==> config.mk <==
export PLATFORM = sky130hd
export DESIGN_NAME = evt_irq_aggregator
export DESIGN_NICKNAME = d
export VERILOG_FILES = /design/src/rtl/evt_irq_pkg.sv /design/src/rtl/evt_bus_ptr.sv /design/src/rtl/evt_mask_bank.sv /design/src/rtl/evt_status_latch.sv /design/src/rtl/evt_irq_gen.sv /design/src/rtl/evt_irq_aggregator.sv
export SDC_FILE = /design/constraint.sdc
export NUM_CORES = 1
export LEC_CHECK = 0
export BUFFER_PORTS_ARGS = -buffer_cell sky130_fd_sc_hd__buf_2
export CAP_MARGIN = 20
export CELL_PAD_IN_SITES_DETAIL_PLACEMENT = 1
export CELL_PAD_IN_SITES_GLOBAL_PLACEMENT = 2
export CORE_MARGIN = 5
export CORE_UTILIZATION = 39
export DETAILED_ROUTE_END_ITERATION = 10
export PLACE_DENSITY = 0.9
export SLEW_MARGIN = 20
export SYNTH_ARGS = -nofsm -noshare
export SYNTH_HDL_FRONTEND = slang
export SYNTH_HIERARCHICAL = 1
export SYNTH_SLANG_ARGS = --single-unit
==> constraint.sdc <==
create_clock -name clk -period 5.7 [get_ports clk]
set_clock_uncertainty 0.1 [all_clocks]
set_input_delay 1.14 -clock clk [delete_from_list [all_inputs] [get_ports clk]]
set_output_delay 1.14 -clock clk [all_outputs]
set_load 0.03 [all_outputs]
==> src/rtl/evt_irq_pkg.sv <==
package evt_irq_pkg;

  typedef enum logic [1:0] {
    RGN_STS   = 2'd0,
    RGN_OMASK = 2'd1,
    RGN_CMASK = 2'd2,
    RGN_NONE  = 2'd3
  } region_e;

  // Region of an address: status bytes first, then output masks, then capture masks.
  function automatic region_e addr_region(input int unsigned a, input int unsigned ngrp);
    if (a < ngrp)          return RGN_STS;
    else if (a < 2 * ngrp) return RGN_OMASK;
    else if (a < 3 * ngrp) return RGN_CMASK;
    else                   return RGN_NONE;
  endfunction

  // Byte index inside a region.
  function automatic int unsigned addr_group(input int unsigned a, input int unsigned ngrp);
    if (a < 3 * ngrp) return a % ngrp;
    else              return 0;
  endfunction

endpackage

==> src/rtl/evt_bus_ptr.sv <==
module evt_bus_ptr #(
  parameter int ADDR_W = 4
) (
  input  logic              clk,
  input  logic              rst_n,
  input  logic              start,
  input  logic [ADDR_W-1:0] addr,
  input  logic              rd,
  input  logic              wr,
  output logic [ADDR_W-1:0] acc_addr
);
  logic [ADDR_W-1:0] ptr_q;
  logic              strobe;

  assign strobe   = rd | wr;
  assign acc_addr = start ? addr : ptr_q;

  always_ff @(posedge clk or negedge rst_n) begin
    if (!rst_n)      ptr_q <= '0;
    else if (strobe) ptr_q <= acc_addr + 1'b1;
  end

  // a continuation strobe lands one address above the previous one
  assert_burst_advance_R9: assert property (@(posedge clk) disable iff (!rst_n)
    strobe |=> (start || (acc_addr == $past(acc_addr) + 1'b1)));

endmodule

==> src/rtl/evt_mask_bank.sv <==
module evt_mask_bank #(
  parameter int              NGRP   = 3,
  parameter int              GRP_W  = 8,
  parameter int              GIDX_W = 2,
  parameter logic [GRP_W-1:0] RST_VAL = '1
) (
  input  logic                    clk,
  input  logic                    rst_n,
  input  logic                    wr_en,
  input  logic [GIDX_W-1:0]       wr_grp,
  input  logic [GRP_W-1:0]        wdata,
  output logic [NGRP*GRP_W-1:0]   bits
);
  for (genvar g = 0; g < NGRP; g++) begin : g_byte
    logic [GRP_W-1:0] q;
    always_ff @(posedge clk or negedge rst_n) begin
      if (!rst_n)                                  q <= RST_VAL;
      else if (wr_en && wr_grp == GIDX_W'(g))      q <= wdata;
    end
    assign bits[g*GRP_W +: GRP_W] = q;
  end

  // a written byte returns the written value on the next cycle
  assert_mask_writeback_R8: assert property (@(posedge clk) disable iff (!rst_n)
    wr_en |=> (bits[$past(wr_grp)*GRP_W +: GRP_W] == $past(wdata)));

  // without a write strobe no mask bit moves
  assert_mask_hold_R8: assert property (@(posedge clk) disable iff (!rst_n)
    !wr_en |=> $stable(bits));

endmodule

==> src/rtl/evt_status_latch.sv <==
module evt_status_latch #(
  parameter int              NSRC = 24,
  parameter logic [NSRC-1:0] RSVD = 24'h800000
) (
  input  logic            clk,
  input  logic            rst_n,
  input  logic [NSRC-1:0] evt,
  input  logic [NSRC-1:0] cmask,
  input  logic            clr_all,
  output logic [NSRC-1:0] sts
);
  logic [NSRC-1:0] evt_hit;
  logic [NSRC-1:0] sts_kept;
  logic [NSRC-1:0] sts_d;

  assign evt_hit  = evt & ~cmask & ~RSVD;
  assign sts_kept = clr_all ? '0 : sts;
  assign sts_d    = sts_kept | evt_hit;

  always_ff @(posedge clk or negedge rst_n) begin
    if (!rst_n) sts <= '0;
    else        sts <= sts_d;
  end

  // without a clear, set bits stay set
  assert_sticky_R1: assert property (@(posedge clk) disable iff (!rst_n)
    !clr_all |=> ((sts & $past(sts)) == $past(sts)));

  // newly set bits had an event with the capture mask open
  assert_capture_gate_R2: assert property (@(posedge clk) disable iff (!rst_n)
    1'b1 |=> ((sts & ~$past(sts) & ~($past(evt) & ~$past(cmask))) == '0));

  // after a clear only same-cycle events remain
  assert_group_clear_R4: assert property (@(posedge clk) disable iff (!rst_n)
    clr_all |=> ((sts & ~($past(evt) & ~$past(cmask))) == '0));

  // an event coinciding with a clear survives
  assert_event_wins_R5: assert property (@(posedge clk) disable iff (!rst_n)
    clr_all |=> ((sts & $past(evt_hit)) == $past(evt_hit)));

  // reserved positions never hold a 1
  assert_reserved_zero_R6: assert property (@(posedge clk) disable iff (!rst_n)
    (sts & RSVD) == '0);

endmodule

==> src/rtl/evt_irq_gen.sv <==
module evt_irq_gen #(
  parameter int NSRC = 24
) (
  input  logic            clk,
  input  logic            rst_n,
  input  logic [NSRC-1:0] sts,
  input  logic [NSRC-1:0] omask,
  output logic            irq
);
  logic irq_cause;

  assign irq_cause = |(sts & ~omask);

  always_ff @(posedge clk or negedge rst_n) begin
    if (!rst_n) irq <= 1'b0;
    else        irq <= irq_cause;
  end

  // the line rises only after an unmasked pending bit was seen
  assert_irq_source_R3: assert property (@(posedge clk) disable iff (!rst_n)
    $rose(irq) |-> $past(|(sts & ~omask)));

  // the line drops only after no unmasked bit was pending
  assert_irq_release_R3: assert property (@(posedge clk) disable iff (!rst_n)
    $fell(irq) |-> !$past(|(sts & ~omask)));

endmodule

==> src/rtl/evt_irq_aggregator.sv <==
module evt_irq_aggregator #(
  parameter int                NSRC   = 24,
  parameter int                GRP_W  = 8,
  parameter int                ADDR_W = 4,
  parameter logic [NSRC-1:0]   RSVD   = 24'h800000
) (
  input  logic              clk,
  input  logic              rst_n,
  input  logic [NSRC-1:0]   evt_in,
  input  logic              reg_start,
  input  logic [ADDR_W-1:0] reg_addr,
  input  logic [GRP_W-1:0]  reg_wdata,
  input  logic              reg_rd,
  input  logic              reg_wr,
  output logic [GRP_W-1:0]  reg_rdata,
  output logic              irq_out
);
  import evt_irq_pkg::*;

  localparam int NGRP   = NSRC / GRP_W;
  localparam int GIDX_W = (NGRP > 1) ? $clog2(NGRP) : 1;

  logic [ADDR_W-1:0] acc_addr;
  region_e           rgn;
  logic [GIDX_W-1:0] grp;
  logic              clr_all;
  logic              om_we;
  logic              cm_we;
  logic [NSRC-1:0]   sts;
  logic [NSRC-1:0]   omask;
  logic [NSRC-1:0]   cmask;
  logic [GRP_W-1:0]  rd_val;

  evt_bus_ptr #(.ADDR_W(ADDR_W)) u_ptr (
    .clk(clk), .rst_n(rst_n), .start(reg_start), .addr(reg_addr),
    .rd(reg_rd), .wr(reg_wr), .acc_addr(acc_addr)
  );

  assign rgn     = addr_region(32'(acc_addr), NGRP);
  assign grp     = GIDX_W'(addr_group(32'(acc_addr), NGRP));
  assign clr_all = reg_wr && (rgn == RGN_STS);
  assign om_we   = reg_wr && (rgn == RGN_OMASK);
  assign cm_we   = reg_wr && (rgn == RGN_CMASK);

  evt_mask_bank #(.NGRP(NGRP), .GRP_W(GRP_W), .GIDX_W(GIDX_W)) u_omask (
    .clk(clk), .rst_n(rst_n), .wr_en(om_we), .wr_grp(grp),
    .wdata(reg_wdata), .bits(omask)
  );

  evt_mask_bank #(.NGRP(NGRP), .GRP_W(GRP_W), .GIDX_W(GIDX_W)) u_cmask (
    .clk(clk), .rst_n(rst_n), .wr_en(cm_we), .wr_grp(grp),
    .wdata(reg_wdata), .bits(cmask)
  );

  evt_status_latch #(.NSRC(NSRC), .RSVD(RSVD)) u_sts (
    .clk(clk), .rst_n(rst_n), .evt(evt_in), .cmask(cmask),
    .clr_all(clr_all), .sts(sts)
  );

  evt_irq_gen #(.NSRC(NSRC)) u_irq (
    .clk(clk), .rst_n(rst_n), .sts(sts), .omask(omask), .irq(irq_out)
  );

  always_comb begin
    unique case (rgn)
      RGN_STS:   rd_val = sts[grp*GRP_W +: GRP_W];
      RGN_OMASK: rd_val = omask[grp*GRP_W +: GRP_W];
      RGN_CMASK: rd_val = cmask[grp*GRP_W +: GRP_W];
      default:   rd_val = '0;
    endcase
  end

  always_ff @(posedge clk or negedge rst_n) begin
    if (!rst_n)      reg_rdata <= '0;
    else if (reg_rd) reg_rdata <= rd_val;
  end

  // a status read without a write leaves the pending set intact
  assert_read_no_side_effect_R8: assert property (@(posedge clk) disable iff (!rst_n)
    (reg_rd && !reg_wr) |=> ((sts & $past(sts)) == $past(sts)));

  // unmapped reads return zero
  assert_unmapped_zero_R10: assert property (@(posedge clk) disable iff (!rst_n)
    (reg_rd && rgn == RGN_NONE) |=> (reg_rdata == '0));

endmodule

==> metrics <==
Vias=roughly 3,300; commonest cells in the netlist=77 x inv_1, 59 x mux2_2, 48 x dfstp_2; Synth area leaders=dfstp_2 28%, dfrtp_1 20%, mux2_2 15%; area of the core region=11,400 um2; FP Rows=39; starting density of the core=between 30% and 40%; worst-skew pair later-pin latency=0.33 ns; Worst setup EP type=flop; max_slew headroom=between 30% and 40%; CTS tree=done; Setup TNS=0 ns; IO Pins=50; overflow left after global routing=0; post-CTS sizing=0; vias per inst=roughly 5.5; n_diodes=0; Final min period=4.82 ns; Ys Warns=6; Final Core Density=45.3%; CTS Sinks=84; CP Depth=14; drt total wl=12,000 um; worst r2r path cells=14; drt drc=0; post-synthesis cell area=4550 um2; Avg Inst Size Synth=11.1 um2; Area growth syn-to-layout=13.8%; status=completed; Final GP Congestion=0.764; RR Startpoint=u_ptr/ptr_q[2]; RSZ-0062 raised after global routing=false; post-synthesis cell count=410; R2R Path End=u_cmask/g_byte[0].q[1]; Max FO, Critical Path=15; Async SR Flop Fraction=100%; number of nets with antenna violations after routing=0; Die Area=between 10,000 and 15,000 um2; Worst Setup Start Kind=input pin; first-pass GRT wire length=19,400 um; kind of critical path=input pin to flop; hold crit path type=flop to flop; Final Cycle Share=84.6%; Fillers=approximately 1,300; TritonCTS Buffers=9; worst hold path startpoint=reg_rdata[6]; CP top delay family=simple AND/OR/NAND/NOR gates; crit-path max cell delay=0.61 ns; fmax=0.207 GHz; worst path buffer plus inverter count=2; worst-margin pin slew=~1.0 ns; setup violators final=0; WHS Path Cells=2; GRT Overall Usage=about 17%; Die Ht=118 um; #FFs+latches synth=84; initial antenna violation count=0; Clock Tree Root=clkbuf_16; DRT iter0 DRCs=~180; vias in the first global route=3,588; Worst Hold Path EP=reg_rdata[6]; Syn Nets=460; top_reg_cell synth=dfstp_2; WP data required=5.86 ns; PwrDens=520 nW/um2; detailed placer's ending HPWL=between 8000 and 9000 um; Hold Fails Final Rpt=0; Post-synth EDFFs=0; crit path cell chain=buf_2 -> mux2_2 -> ha_1 -> nand2_1 -> a22oi_1 -> mux2i_1 -> ha_1 -> or4b_4 -> o31ai_2 -> a21oi_1 -> o21ai_4 -> inv_1 -> nor3b_4 -> mux2_2; maxcap violations=0; share of cells above drive strength 1=about 43%; die width=118 um; Pre-antenna DRT Iters=4; critical path arrival=4.99 ns; CTS Hold Bufs=0; Worst VDD drop=262 uV; clk buf depth=2; Yosys top cell area share=27.7%; drt wl/cell=19.8 um; nets@finish=506; H-tree levels=3; flop2flop setup slack=1.48 ns; post-synthesis sequential area ratio=47.6%; setup bufs post-CTS=0; leading cell type by number of instances after synthesis=inv_1; largest net degree at the start of global routing=85; Pleak=2.49 nW; dominant cell type by area after synthesis=dfstp_2; max-slew violations=0; Netlist cell types=49; slowest CP cell=nor3b_4; IO Port Bufs=48; clock-pin slew on the worst setup and hold paths=~0.06 ns
[worst max-delay path by stage]
| stage | startpoint | endpoint |
|---|---|---|
| 2_1_floorplan | reg_start | u_cmask/g_byte[0].q[0] |
| 3_3_place_gp | reg_start | u_cmask/g_byte[0].q[1] |
| 3_5_place_dp | reg_start | u_cmask/g_byte[0].q[2] |
| 4_1_cts | reg_start | u_cmask/g_byte[0].q[1] |
| 5_1_grt | reg_start | u_cmask/g_byte[0].q[0] |
| 6_report | reg_start | u_cmask/g_byte[0].q[1] |
[flip-flops by register name, summed over array words and instances, names as in the netlist]
name              cells
u_omask/g_byte.q     24
u_sts/sts            23
u_ptr/ptr_q           4
u_cmask/g_byte.q     24
u_irq/irq             1
reg_rdata             8
[layout by cell type (no fill, tap or decap), types with 2 or more instances in the layout]
cell type / n
buf_2: 47
nor2_1: 12
nand2_1: 11
a2bb2oi_1: 7
buf_4: 4
a21oi_1: 11
o21ai_0: 3
a22oi_1: 25
dfrtp_1: 36
mux2_2: 59
clkbuf_16: 9
and2_1: 4
nand2b_1: 2
o31ai_2: 2
o22ai_1: 35
mux2i_1: 8
dfstp_2: 48
clkinvlp_4: 2
nand3b_2: 4
nor4_1: 3
o221ai_2: 7
nor3b_4: 2
ha_1: 9
o21ai_1: 2
clkinv_4: 2
inv_1: 77
a31oi_1: 2
[logic make-up (layout without fill, tap and decap cells)]
kind of cell,count (synthesis),after routing,share of synthesized area (%)
AOI/OAI and AO/OA,103,103,17.2
xor gates and xnor gates,1,1,0.193
adders and majority gates,10,10,2.70
buffers and inverters,95,146,8.83
DFF,84,84,47.6
muxes,68,68,16.7
other,1,1,0.0825
and+or+nand+nor,48,48,6.71
[worst min-delay path, cell delays in order (launching register included)]
cell     delay, ns
dfrtp_1       0.35
nand2_1       0.07
o41ai_2       0.04
[layout make-up]
cell class | count | area, um2 | area share (%)
clock inverter | 5 | 37.5 | 0.726
clock buffer | 11 | 243 | 4.69
inverter | 78 | 293 | 5.66
sequential | 84 | 2160 | 41.8
multi-input combinational | 231 | 1980 | 38.3
timing repair buffer | 52 | 277 | 5.34
tap | 143 | 179 | 3.46
[routing by layer]
metal	global-route usage, %	vias up	wire length (um)
li1	-	1539	-
met1	22.7	1668	5230
met2	29.0	81	5970
met3	3.36	17	529
met4	4.66	0	243
met5	0	-	0
[through the flow]
stage / setup WS, ns / hold slack, ns / power (W) / cell area [um2] / instances
after floorplan: 0.920 / 0.352 / 0.00186 / 4550 / 410
after global placement: 0.602 / 0.370 / 0.00208 / 4890 / 588
after detailed placement: 0.514 / 0.373 / 0.00215 / 4890 / 588
after CTS: 0.851 / 0.399 / 0.00270 / 5170 / 604
after global routing: 0.673 / 0.416 / 0.00285 / 5170 / 604
final: 0.876 / 0.392 / 0.00269 / 5170 / 604
[where the power goes]
part / internal (W) / leakage (nW) / switching [W] / total (W)
combinational: 0.000450 / 1.48 / 0.000521 / 0.000971
clock: 0.000308 / 0.132 / 0.000235 / 0.000543
sequential: 0.000964 / 0.883 / 0.000211 / 0.00117
total: 0.00172 / 2.49 / 0.000967 / 0.00269
Power figures use the tool's default switching activity.
